[config.mk]
export PLATFORM = sky130hd
export DESIGN_NAME = mdc_gen
export DESIGN_NICKNAME = d
export VERILOG_FILES = /design/src/rtl/mdc_pkg.sv /design/src/rtl/mdc_half_lut.sv /design/src/rtl/mdc_phase_cnt.sv /design/src/rtl/mdc_gen.sv
export SDC_FILE = /design/constraint.sdc
export NUM_CORES = 1
export LEC_CHECK = 0
export BUFFER_PORTS_ARGS = -buffer_cell sky130_fd_sc_hd__buf_2
export CAP_MARGIN = 5
export CORE_MARGIN = 2
export CORE_UTILIZATION = 55
export DETAILED_ROUTE_END_ITERATION = 10
export PLACE_DENSITY_LB_ADDON = 0.15
export SYNTH_ARGS = -nofsm -noshare
export SYNTH_HDL_FRONTEND = slang
export SYNTH_SLANG_ARGS = --single-unit
[constraint.sdc]
create_clock -name clk -period 5.3 [get_ports clk]
set_clock_uncertainty 0.2 [all_clocks]
set_input_delay 0.265 -clock clk [delete_from_list [all_inputs] [get_ports clk]]
set_output_delay 0.265 -clock clk [all_outputs]
set_load 0.01 [all_outputs]
[src/rtl/mdc_pkg.sv]
package mdc_pkg;
  localparam int SEL_W = 3;
  localparam int CNT_W = 7;

  // Half-period (cycles per MDC phase) for each select code.
  function automatic logic [CNT_W-1:0] half_of(input logic [SEL_W-1:0] sel);
    logic [CNT_W-1:0] h;
    case (sel)
      3'd0:    h = 7'd4;
      3'd1:    h = 7'd8;
      3'd2:    h = 7'd16;
      3'd3:    h = 7'd24;
      3'd4:    h = 7'd32;
      3'd5:    h = 7'd48;
      3'd6:    h = 7'd64;
      default: h = 7'd112;
    endcase
    return h;
  endfunction

  function automatic logic is_half(input logic [CNT_W-1:0] n);
    logic hit;
    hit = 1'b0;
    for (int i = 0; i < 8; i++) begin
      if (half_of(SEL_W'(i)) == n) hit = 1'b1;
    end
    return hit;
  endfunction
endpackage

[src/rtl/mdc_half_lut.sv]
module mdc_half_lut
  import mdc_pkg::*;
(
  input  logic [SEL_W-1:0] sel,
  output logic [CNT_W-1:0] half
);
  always_comb begin
    half = half_of(sel);
  end
endmodule

[src/rtl/mdc_phase_cnt.sv]
module mdc_phase_cnt
  import mdc_pkg::*;
(
  input  logic             clk,
  input  logic             rst_n,
  input  logic             load,
  input  logic             dec,
  input  logic [CNT_W-1:0] load_val,
  output logic             zero
);
  logic [CNT_W-1:0] cnt_q, cnt_d;

  always_comb begin
    cnt_d = cnt_q;
    if (load)     cnt_d = load_val - CNT_W'(1);
    else if (dec) cnt_d = cnt_q - CNT_W'(1);
  end

  always_ff @(posedge clk or negedge rst_n) begin
    if (!rst_n)           cnt_q <= '0;
    else if (load || dec) cnt_q <= cnt_d;
  end

  assign zero = (cnt_q == '0);
endmodule

[src/rtl/mdc_gen.sv]
module mdc_gen
  import mdc_pkg::*;
(
  input  logic             clk,
  input  logic             rst_n,
  input  logic [SEL_W-1:0] div_sel,
  input  logic             busy,
  output logic             mdc,
  output logic             mdc_rise,
  output logic             mdc_fall
);
  localparam logic [SEL_W-1:0] RST_SEL = 3'b010;

  logic [CNT_W-1:0] lut_half;
  logic [CNT_W-1:0] half_q, half_d;
  logic [CNT_W-1:0] load_val;
  logic             mdc_q, mdc_d, rise_q, rise_d, fall_q, fall_d;
  logic             phase_end, load, dec, half_en;

  mdc_half_lut u_lut (
    .sel  (div_sel),
    .half (lut_half)
  );

  mdc_phase_cnt u_cnt (
    .clk      (clk),
    .rst_n    (rst_n),
    .load     (load),
    .dec      (dec),
    .load_val (load_val),
    .zero     (phase_end)
  );

  // Next-state: select is sampled only at the end of a low phase or while idle.
  always_comb begin
    mdc_d    = mdc_q;
    rise_d   = 1'b0;
    fall_d   = 1'b0;
    load     = 1'b0;
    dec      = 1'b0;
    load_val = half_q;
    half_d   = half_q;
    half_en  = 1'b0;
    if (!phase_end) begin
      dec = 1'b1;
    end else if (mdc_q) begin
      mdc_d    = 1'b0;
      fall_d   = 1'b1;
      load     = 1'b1;
      load_val = half_q;
    end else begin
      half_d  = lut_half;
      half_en = 1'b1;
      if (busy) begin
        mdc_d    = 1'b1;
        rise_d   = 1'b1;
        load     = 1'b1;
        load_val = lut_half;
      end
    end
  end

  always_ff @(posedge clk or negedge rst_n) begin
    if (!rst_n) begin
      mdc_q  <= 1'b0;
      rise_q <= 1'b0;
      fall_q <= 1'b0;
    end else begin
      mdc_q  <= mdc_d;
      rise_q <= rise_d;
      fall_q <= fall_d;
    end
  end

  always_ff @(posedge clk or negedge rst_n) begin
    if (!rst_n)       half_q <= half_of(RST_SEL);
    else if (half_en) half_q <= half_d;
  end

  assign mdc      = mdc_q;
  assign mdc_rise = rise_q;
  assign mdc_fall = fall_q;
endmodule

# Word level (Yosys, flattened, before mapping)
# Cells that the tools add are included.
[word_totals] ff_bits=17 input_bits=6 word_cells=36
[op_classes] add_sub_neg=2 n_eq_ne=7 muxes=16 n_bitwise=1 n_reduce_logical=5
[ops] op="7-bit one-hot mux with 7 select lines" n=1
[ops] op="7-bit 2-to-1 mux" n=5
[ops] op="7-bit by 1-bit subtractor with 7-bit output (second input constant)" n=2
[ops] op="1-bit 2-to-1 mux" n=10
[ops] op="3-bit == test (second input constant)" n=3
[ops] op="7-bit zero test" n=1
[ops] op="3-bit by 2-bit == test with 1-bit output (second input constant)" n=2
[ops] op="3-bit by 1-bit == test with 1-bit output (second input constant)" n=1
[ops] op="3-bit zero test" n=1
[ops] op="3-bit AND reduction" n=1
[ops] op="2-bit by 1-bit inequality test with 1-bit output (second input constant)" n=1
[ops] op="2-bit AND reduction" n=1
[ops] op="1-bit logical OR" n=1
[ops] op="1-bit inverter" n=1

# Logic depth before layout (Yosys ltp)
# Gate-level depths: netlist (run 1).
[depth] ltp_word=7 depth_mapped=7

# By module
# Synthesis (run 1) repeated with hierarchy kept, for this count alone.
[unflattened] cells_unflattened=97 hier_area_um2=1132.3
[modules_own_cells] module="mdc_phase_cnt" n_inst=1 cells_per_inst=54 area_per_inst_um2=563.0
[modules_own_cells] module="mdc_gen" n_inst=1 cells_per_inst=34 area_per_inst_um2=508.0
[modules_own_cells] module="mdc_half_lut" n_inst=1 cells_per_inst=9 area_per_inst_um2=61.3

# Worst setup path before layout (run 1)
# OpenSTA, ideal clock, no wires.
[synth_path] path_type="register to register" from="register u_cnt.cnt_q[6]" to="register half_q[2]" arrival_time_ps=1374 slack_ps=3599 stages_incl_launch_ff=5 n_path_buf=0 path_cell_list="dfrtp_1 > nor4_4 > nand2_4 > nor2_4 > mux2_1"
[synth_between] elab_chain_cells=3
[synth_lines] element="start, declared" line="mdc_phase_cnt.sv:11" source="logic [CNT_W-1:0] cnt_q, cnt_d;"
[synth_lines] element="start signal, assigned" line="mdc_phase_cnt.sv:21" source="else if (load || dec) cnt_q <= cnt_d;"
[synth_lines] element="7-bit zero test (*)" line="mdc_phase_cnt.sv:24" source="assign zero = (cnt_q == '0);"
[synth_lines] element="1-bit 2-to-1 mux" line="mdc_gen.sv:44" source="if (!phase_end) begin"
[synth_lines] element="3-bit AND reduction (no line) (*)"
[synth_lines] element="end signal, assigned" line="mdc_gen.sv:76" source="if (!rst_n) half_q <= half_of(RST_SEL);"
[synth_lines] element="end signal, assigned" line="mdc_gen.sv:77" source="else if (half_en) half_q <= half_d;"
[synth_lines] element="end, declared" line="mdc_gen.sv:15" source="logic [CNT_W-1:0] half_q, half_d;"
# Every way passes the cells marked *; elsewhere a longest branch is shown, timed or not.
# A chain may end at the register's enable or synchronous reset.

# Worst setup path in the final report (run 1)
[layout_path] from="register mdc_q, in the netlist mdc" to="register u_cnt.cnt_q[5]"
[layout_between] elab_chain_cells=4
[layout_lines] element="start, declared" line="mdc_gen.sv:17" source="logic mdc_q, mdc_d, rise_q, rise_d, fall_q, fall_d;"
[layout_lines] element="start signal, assigned" line="mdc_gen.sv:69" source="mdc_q <= mdc_d;"
[layout_lines] element="7-bit 2-to-1 mux / 1-bit 2-to-1 mux (equally long branches)" line="mdc_gen.sv:46" source="end else if (mdc_q) begin"
[layout_lines] element="7-bit 2-to-1 mux / 1-bit 2-to-1 mux (equally long branches)" line="mdc_gen.sv:44"
[layout_lines] element="7-bit by 1-bit subtractor with 7-bit output (tied with other cells)" line="mdc_phase_cnt.sv:15" source="if (load) cnt_d = load_val - CNT_W'(1);"
[layout_lines] element="7-bit 2-to-1 mux / 2-bit AND reduction (equally long branches)"
# Several ways; a longest one is shown, not always the timed one.

==> results of run 1 <==
worst paths after layout:
kind | from | endpoint | cells past startpoint
worst min-delay path | div_sel[1] | half_q[6] | 3
worst min register to register | half_q[4] | half_q[4] | 2
max in group asynchronous | rst_n | half_q[4] | 2
worst max-delay path | mdc | u_cnt.cnt_q[5] | 5
worst max register to register | mdc | u_cnt.cnt_q[5] | 5
min in group asynchronous | rst_n | u_cnt.cnt_q[2] | 2
per-stage QoR:
step / setup slack (ns) / utilization, % / area [um2]
5_1_grt: 3.15 / 63.7 / 960
3_5_place_dp: 3.38 / 61.3 / 923
4_1_cts: 3.35 / 63.7 / 960
3_3_place_gp: 3.42 / 61.3 / 923
6_report: 3.36 / 63.7 / 960
2_1_floorplan: 3.60 / - / 880
cell families (layout without fill, tap and decap cells):
family          after synthesis  count (layout)
flops                        15              15
mux                           5               5
xor+xnor                      3               3
buf+inv                       6              17
compound gates               24              24
simple gates                 33              33
fa+ha+maj                     1               1
cells in the mapped netlist, drive strengths merged, types with 2 or more instances:
| cell type | instances |
|---|---|
| buf | 2 |
| a32o | 2 |
| inv | 4 |
| nand2b | 3 |
| a21oi | 9 |
| mux2 | 3 |
| mux2i | 2 |
| nor3 | 4 |
| nand3 | 2 |
| dfrtp | 14 |
| nor4 | 2 |
| xnor2 | 2 |
| nor2 | 10 |
| nand2 | 2 |
| o21ai | 7 |
| nor2b | 3 |
area by class of cell:
cell class	instances	area (um2)	area share [%]
tap	16	20.0	2.09
timing repair buffer	9	50.0	5.22
multi-input combinational	66	472	49.2
sequential	15	377	39.2
inverter	4	15.0	1.56
clock buffer	4	26.3	2.74
what timing repair did:
item	in CTS	in global routing
hold buffers	1	0
endpoints found under the hold margin	15	0
setup buffers	0	0
flip-flops by register name, summed over array words and instances, names as in the netlist:
register and cells:
u_cnt.cnt_q 7, half_q 5, mdc 1, mdc_fall 1, mdc_rise 1
power groups by stage:
stage                     Combinational [mW]  Sequential, mW  Clock [mW]
after global placement                 0.174           0.233           0
after global routing                   0.208           0.242      0.0698
after detailed placement               0.179           0.235           0
after CTS                              0.181           0.233      0.0670
final                                  0.178           0.234      0.0643
after floorplan                        0.160           0.214           0
worst max-delay path: stages (launching register included):
cell and delay (ns):
dfrtp_1 0.67, nor2b_2 0.16, a22oi_1 0.21, o31ai_2 0.10, nor4_1 0.31, mux2i_1 0.23
metal layers:
metal  track usage, %  up-vias  share of wire (%)
met1             28.8      326                 48
met5                0        -                  0
met3             2.50        5                5.8
met2             29.1       25                 44
met4             10.9        0                2.6
li1                 -      333                  -
==> impl_metrics.toml, run 1 <==
[floorplan]
fp.dieH_um = 44.0
fp.dieArea_mm2 = 0.00194
row_count = 14
core_mm2 = 0.00151
ios = 9
start_util_pct = 58.4
die_w_um = 44.0

[timing]
slew_viol_final = 0
fmax_mhz = 515
tightest_slew_ns = 0.511
hold_slack_ns = 0.0825
max_slew_margin_pct = 65.9
fin_crit_ns = 1.94
setup_viol = 0
hold_viol_final = 0
rsz0062_at_grt = "no"
fin_tns_setup_ns = 0
finalCritPeriodShare_pct = 36.6

[power_and_ir_drop]
p_int_mw = 0.282
comb_power_share_pct = 37.4
leakagePower_nw = 0.427
powerDensity_mw_per_mm2 = 496
clock_power_share_pct = 13.5
pwr-share-seq_pct = 49.1
swShare_pct = 40.8
ir_drop_uv = 344
p_switching_mw = 0.194
power_mw = 0.476

[route]
drt-pass1-iter-count = 4
dr_total_vias = 689
drc_errors = 0
wl_mm = 1.62
final_antenna_net_count = 0
drt-wirelength-per-cell_um = 14.2
drt_iter0_drc = 23
viasPerCell = 6.04

[logic_synthesis]
ys.flop_type = "dfrtp_1"
syn_inst = 87
synth_cell_types = 41
synth_top_family_by_area = "simple AND/OR/NAND/NOR gates"
synthXorXnorAreaFrac_pct = 2.99
syn-cell-area_um2 = 880
synth_adder_area_share_pct = 1.42
synth_edf_count = 0
yosys.area_share.simple_pct = 25.3
synthMuxAreaShare_pct = 6.12
synthTopCellsByArea = "dfrtp_1 (40%), a21oi_1 (4.6%), nor2_1 (3.8%), mux2_1 (3.8%), o21ai_0 (3.4%)"
avgSynthCellArea_um2 = 10.1
yosysSeqAreaShare_pct = 42.8
ys_ff_latch = 15
synth-compound-area-share_pct = 17.8
synth_area_leader_cell = "dfrtp_1"
synth-async-reset-ratio_pct = 100
synth_fp_nets = 94
yosys_warnings = 0
synth_top_area_share_pct = 39.8

[clock_tree]
clock_path_buffers = 2
insertion_delay_ns = 0.28
ctsResizeCount = 0
clkSinkCount = 15
path_clk_slew_ns = 0.08
tritoncts = "yes"
cts_buffers = 3
root_buffer = "clkbuf_4"
cts-htree-levels = 1

[layout]
antenna-diode-count = 0
final_cell_mix = "dfrtp_1 (14), nor2_1 (9), a21oi_1 (8), buf_2 (8), o21ai_0 (6)"
fin_nets = 106
fin_cells = 114
fillCellCount = 127
drive_gt1_share_pct = 22.4
final_common_cell = "dfrtp_1"
area_growth_pct = 9.10

[critical_path]
endpoint_kind = "flop"
worst-setup-path-type = "flop to flop"
worstPathRequired_ns = 5.31
crit_fanout = 15
critPathLaunchType = "flop"
arrival_ns = 1.95
r2r_slack_ns = 3.36

[place]
dpl.cell_count = 109
gp_congestion = 0.798
port-buffer-count = 8
dp.final_hpwl_mm = 1.21

[global_routing]
grt_overflow = 0
grt_pass1_vias = 623
grt_max_degree = 16
track_usage_pct = 20.0
grt_first_pass_wirelength_mm = 2.79
antenna_found_initial = 0

[worst_hold_path]
hp-class = "primary input to flop"

[run]
maxCapViolCount = 0

[status]
outcome = "finished clean"
Note: power is estimated with default switching activity, not from simulation.
==> run 2: changes to the inputs <==
Settings changed: CORE_UTILIZATION 55 to 50.
Clock period 5.3 ns to 1.75 ns, I/O delays scaled along.
==> impl_metrics.toml, run 2 (same netlist as run 1, synthesis figures left out) <==
[global_routing]
grt_overflow = 0
grt_first_pass_wirelength_mm = 3.06
track_usage_pct = 20.9
antenna_found_initial = 0
grt_max_degree = 16
grt_pass1_vias = 655

[clock_tree]
cts_buffers = 3
path_clk_slew_ns = 0.09
tritoncts = "yes"
cts-htree-levels = 1
clkSinkCount = 15
root_buffer = "clkbuf_4"
clock_path_buffers = 2
insertion_delay_ns = 0.29

[place]
dpl.cell_count = 117
dp.final_hpwl_mm = 1.33
gp_congestion = 0.837
dp_slack_ns = -0.0315
port-buffer-count = 8

[timing]
fin_crit_ns = 1.80
hold_slack_ns = 0.0144
fin_tns_setup_ns = -0.119
rsz0062_at_grt = "yes"
worst_slack_ns = -0.0478
tightest_slew_ns = 0.363
hold_viol_final = 0
finalCritPeriodShare_pct = 103
slew_viol_final = 0
max_slew_margin_pct = 75.6
fmax_mhz = 556
setup_viol = 4

[power_and_ir_drop]
leakagePower_nw = 0.501
power_mw = 1.63
powerDensity_mw_per_mm2 = 1460
ir_drop_uv = 907

[status]
outcome = "finished with violations"
violations = "negative setup slack"

[worst_hold_path]
hp-class = "primary input to flop"

[critical_path]
critPathLaunchType = "flop"
cpMaxStageDelayCell = "dfrtp_1"
timing.critical_path.buf_inv = 0
arrival_ns = 1.82
critPathMaxStageDelay_ns = 0.42
crit_chain = "nor4_4 -> and2_2 -> a21oi_1 -> a31o_1 -> a21oi_2"
endpoint_kind = "flop"
crit_family = "simple AND/OR/NAND/NOR gates"
worstPathRequired_ns = 1.78
crit_fanout = 5
worst-setup-path-type = "flop to flop"
r2r_slack_ns = -0.05

[layout]
regMostFlops = "u_cnt.cnt_q"
fillCellCount = 137
area_growth_pct = 26.5
largestRegisters = "u_cnt.cnt_q (7), half_q (5)"
fin_cells = 129
seq_area_um2 = 377
drive_gt1_share_pct = 34.8
final_common_cell = "dfrtp_1"
largest_reg_flops = 7
multi_input_area_um2 = 503
final_cell_mix = "dfrtp_1 (14), buf_4 (9), buf_2 (8)"
antenna-diode-count = 0
fin_nets = 120

[floorplan]
die_w_um = 45.9
start_util_pct = 52.1
core_mm2 = 0.00169
row_count = 15
fp.dieArea_mm2 = 0.00211
fp.dieH_um = 45.9
ios = 9

[route]
drt-wirelength-per-cell_um = 14.9
wl_mm = 1.92
viasPerCell = 5.61
drt_iter0_drc = 20
drt-pass1-iter-count = 4
drc_errors = 0
dr_total_vias = 724
final_antenna_net_count = 0

[run]
maxCapViolCount = 0
[run 2: cell types whose count changed in the layout (fill, tap and decap cells not counted), moves of 2 or more]
cell           before  now
buf_4               0    9
buf_6               0    2
dlygate4sd3_1       1    4
nor2_1              9    6
nor2_2              0    2
[run 2: path summary, 6_finish.rpt]
kind / start / to / cells past startpoint
worst min register to register: half_q[4] / half_q[4] / 2
worst max-delay path: u_cnt.cnt_q[6] / u_cnt.cnt_q[6] / 5
worst min-delay path: div_sel[0] / half_q[4] / 3
min in group asynchronous: rst_n / u_cnt.cnt_q[2] / 2
max in group asynchronous: rst_n / half_q[4] / 2
worst max register to register: u_cnt.cnt_q[6] / u_cnt.cnt_q[6] / 5
[run 2: worst reg2reg max path, cell delays in order (launching register included)]
cell and delay (ns):
dfrtp_1 0.42, nor4_4 0.41, and2_2 0.27, a21oi_1 0.11, a31o_1 0.22, a21oi_2 0.11
[run 2: routing by layer]
| layer | track usage [%] | share of wire, % |
|---|---|---|
| met5 | 0 | 0 |
| met2 | 29.7 | 45 |
| met1 | 31.4 | 49 |
| met4 | 8.57 | 0.99 |
| met3 | 2.78 | 5.1 |
[run 2: metrics by stage]
step                instance area (um2)  util, %
finish                             1110     65.9
global route                       1110     65.9
CTS                                1090     64.6
detailed placement                  977     57.9
global placement                    977     57.9
floorplan                           880        -
[run 2: area by class of cell]
type                       count  area share, %
multi-input combinational     66           45.2
sequential                    15           33.9
timing repair buffer          23           15.3
clock buffer                   4           2.36
tap                           17           1.91
inverter                       4           1.35
[run 2: what timing repair did]
action / 4_1_cts / 5_1_grt
setup endpoints to repair: 4 / 12
buffers inserted: 4 / 0
pin swaps: 3 / 0
endpoints found under the hold margin: 19 / 0
hold buffers: 4 / 0
resized for setup: 4 / 7
[run 2: power by group]
part | total (mW) | switching (mW) | internal, mW
registers | 0.666 | 0.162 | 0.504
clock network | 0.200 | 0.111 | 0.0887
logic | 0.760 | 0.382 | 0.378
==> run 3: changes to the inputs <==
Settings changed: ABC_AREA set to 1.
==> impl_metrics.toml, run 3 <==
[route]
wl_mm = 1.87
final_antenna_net_count = 0
dr_total_vias = 790
viasPerCell = 5.10
drt_iter0_drc = 10
drt-wirelength-per-cell_um = 12.1
drc_errors = 0
drt-pass1-iter-count = 4

[critical_path]
r2r_slack_ns = -0.11
cp_common_cell = "nor2_4"
r2r-start = "u_cnt.cnt_q[6]"
timing.rr.end = "u_cnt.cnt_q[4]"
worstPathRequired_ns = 1.78
critical_path.startpoint = "u_cnt.cnt_q[6]"
reg2reg_depth = 10
critPathLaunchType = "flop"
critPathCapture = "u_cnt.cnt_q[4]"
crit_chain = "nor2_1 -> nand2_1 -> nor2_4 -> nand2_4 -> clkinv_4 -> nand3_4 -> nand3_2 -> nor2_4 -> or2_1 -> a21oi_2"
worst-setup-path-type = "flop to flop"
crit_fanout = 6
cpMaxStageDelayCell = "dfrtp_1"
critPathMaxStageDelay_ns = 0.42
arrival_ns = 1.89
endpoint_kind = "flop"

[place]
gp_congestion = 0.797
placed_area_um2 = 986
port-buffer-count = 8
dp.final_hpwl_mm = 1.29
dp_slack_ns = -0.0908
dpl.cell_count = 144

[worst_hold_path]
hp-class = "primary input to async pin"

[timing]
slew_viol_final = 0
setup_viol = 5
fin_crit_ns = 1.86
rsz0062_at_grt = "yes"
tightest_slew_ns = 0.334
hold_slack_ns = 0.0118
finalCritPeriodShare_pct = 106
max_slew_margin_pct = 77.7
hold_viol_final = 0
fin_tns_setup_ns = -0.422
worst_slack_ns = -0.112
fmax_mhz = 537

[floorplan]
row_count = 15
fp.dieArea_mm2 = 0.00210
die_w_um = 45.9
fp.dieH_um = 45.9
start_util_pct = 51.9
core_mm2 = 0.00169
ios = 9

[global_routing]
grt_max_degree = 16
grt_pass1_vias = 710
grt_first_pass_wirelength_mm = 2.99
antenna_found_initial = 0
grt_overflow = 0
track_usage_pct = 20.1

[power_and_ir_drop]
powerDensity_mw_per_mm2 = 1440
p_int_mw = 0.951
swShare_pct = 41.5
leakagePower_nw = 0.565
power_mw = 1.63
p_switching_mw = 0.675
clock_power_share_pct = 12.5
ir_drop_uv = 662
pwr-share-seq_pct = 35.7
comb_power_share_pct = 51.8

[logic_synthesis]
ys_ff_latch = 15
synthTopCellsByArea = "dfrtp_1 (40%), nand2_1 (10%), nor2_1 (7.3%), inv_1 (6.4%), o21ai_0 (4.0%)"
synth-async-reset-ratio_pct = 100
synth_fp_nets = 120
synth_top_area_share_pct = 40.0
synthTopCellsByCount = "nand2_1 (24), nor2_1 (17), inv_1 (15), dfrtp_1 (14), o21ai_0 (7)"
yosysSeqAreaShare_pct = 43.0
avgSynthCellArea_um2 = 7.75
yosys_warnings = 0
ys.flop_type = "dfrtp_1"
synth_most_common_cell = "nand2_1"
syn-cell-area_um2 = 876
syn_inst = 113
synth_edf_count = 0
synth_cell_types = 26
synth_area_leader_cell = "dfrtp_1"

[layout]
postLayoutCellArea_mm2 = 0.00113
largestRegisters = "u_cnt.cnt_q (7), half_q (5)"
fin_cells = 155
antenna-diode-count = 0
drive_gt1_share_pct = 34.8
fillCellCount = 139
fin_nets = 146
regMostFlops = "u_cnt.cnt_q"
final_common_cell = "nand2_1"
largest_reg_flops = 7
post-route-util_pct = 67.0
area_growth_pct = 29.3
final_cell_mix = "nand2_1 (23), nor2_1 (15), inv_1 (14), dfrtp_1 (14), buf_4 (9)"

[clock_tree]
tritoncts = "yes"
clock_path_buffers = 2
insertion_delay_ns = 0.29
path_clk_slew_ns = 0.10
root_buffer = "clkbuf_4"
cts-htree-levels = 1
clkSinkCount = 15
cts_buffers = 3

[status]
outcome = "finished with violations"
violations = "negative setup slack"

[run]
maxCapViolCount = 0
## run 3: changes by cell type after synthesis, sizes merged, moves of 3 or more
cell / previous run / this run
mux2: 3 / 0
nor2: 10 / 20
inv: 4 / 18
nand2: 2 / 28
nor2b: 3 / 0
nand3: 2 / 6
nand2b: 3 / 0
## run 3: cell type report
cell class / count / area (um2) / share of cell area (%)
multi-input combinational: 78 / 474 / 41.9
sequential: 15 / 377 / 33.3
timing repair buffer: 22 / 158 / 13.9
inverter: 19 / 76.3 / 6.74
clock buffer: 4 / 26.3 / 2.32
tap: 17 / 21.3 / 1.88
## run 3: critical path: cells and delay by family (launching register included)
| kind | cells | cell delay (ns) |
|---|---|---|
| simple gates | 8 | 1.00 |
| flops | 1 | 0.42 |
| compound gates | 1 | 0.11 |
| buf+inv | 1 | 0.07 |
## run 3: routing by layer
layer	vias to the layer above	wire, um	part of all wire [%]	global-route usage [%]
li1	401	-	-	-
met3	6	78	4.2	2.38
met4	0	49	2.6	10.9
met1	365	838	45	27.4
met2	18	903	48	30.8
met5	-	0	0	0
## run 3: power groups by stage
stage          clock, mW  sequential [mW]  combinational (mW)
3_3_place_gp           0            0.585               0.673
6_report           0.204            0.581               0.842
5_1_grt            0.222            0.598               0.938
4_1_cts            0.207            0.577               0.778
3_5_place_dp           0            0.588               0.693
2_1_floorplan          0            0.576               0.490
## run 3: how the worst min path moves through the flow
stage	startpoint	end	slack [ns]	cells past startpoint
floorplan	rst_n	half_q[2]	-0.41	0
global placement	rst_n	half_q[6]	-0.19	1
detailed placement	rst_n	half_q[6]	-0.19	1
CTS	rst_n	mdc_fall	0.03	2
global route	rst_n	mdc_fall	0.06	2
finish	rst_n	mdc_fall	0.01	2
## run 3: cell families after synthesis
group / share of synthesized area [%]
compound gates: 12.3
fa+ha+maj: 1.43
buf+inv: 9.14
flops: 43.0
simple gates: 34.1
## run 3: timing repair
action / 4_1_cts / 5_1_grt
gates resized for setup: 5 / 8
pin swaps: 2 / 4
buffers inserted: 1 / 1
endpoints found under the hold margin: 19 / 0
hold buffers: 5 / 0
endpoints found under the setup margin: 5 / 5
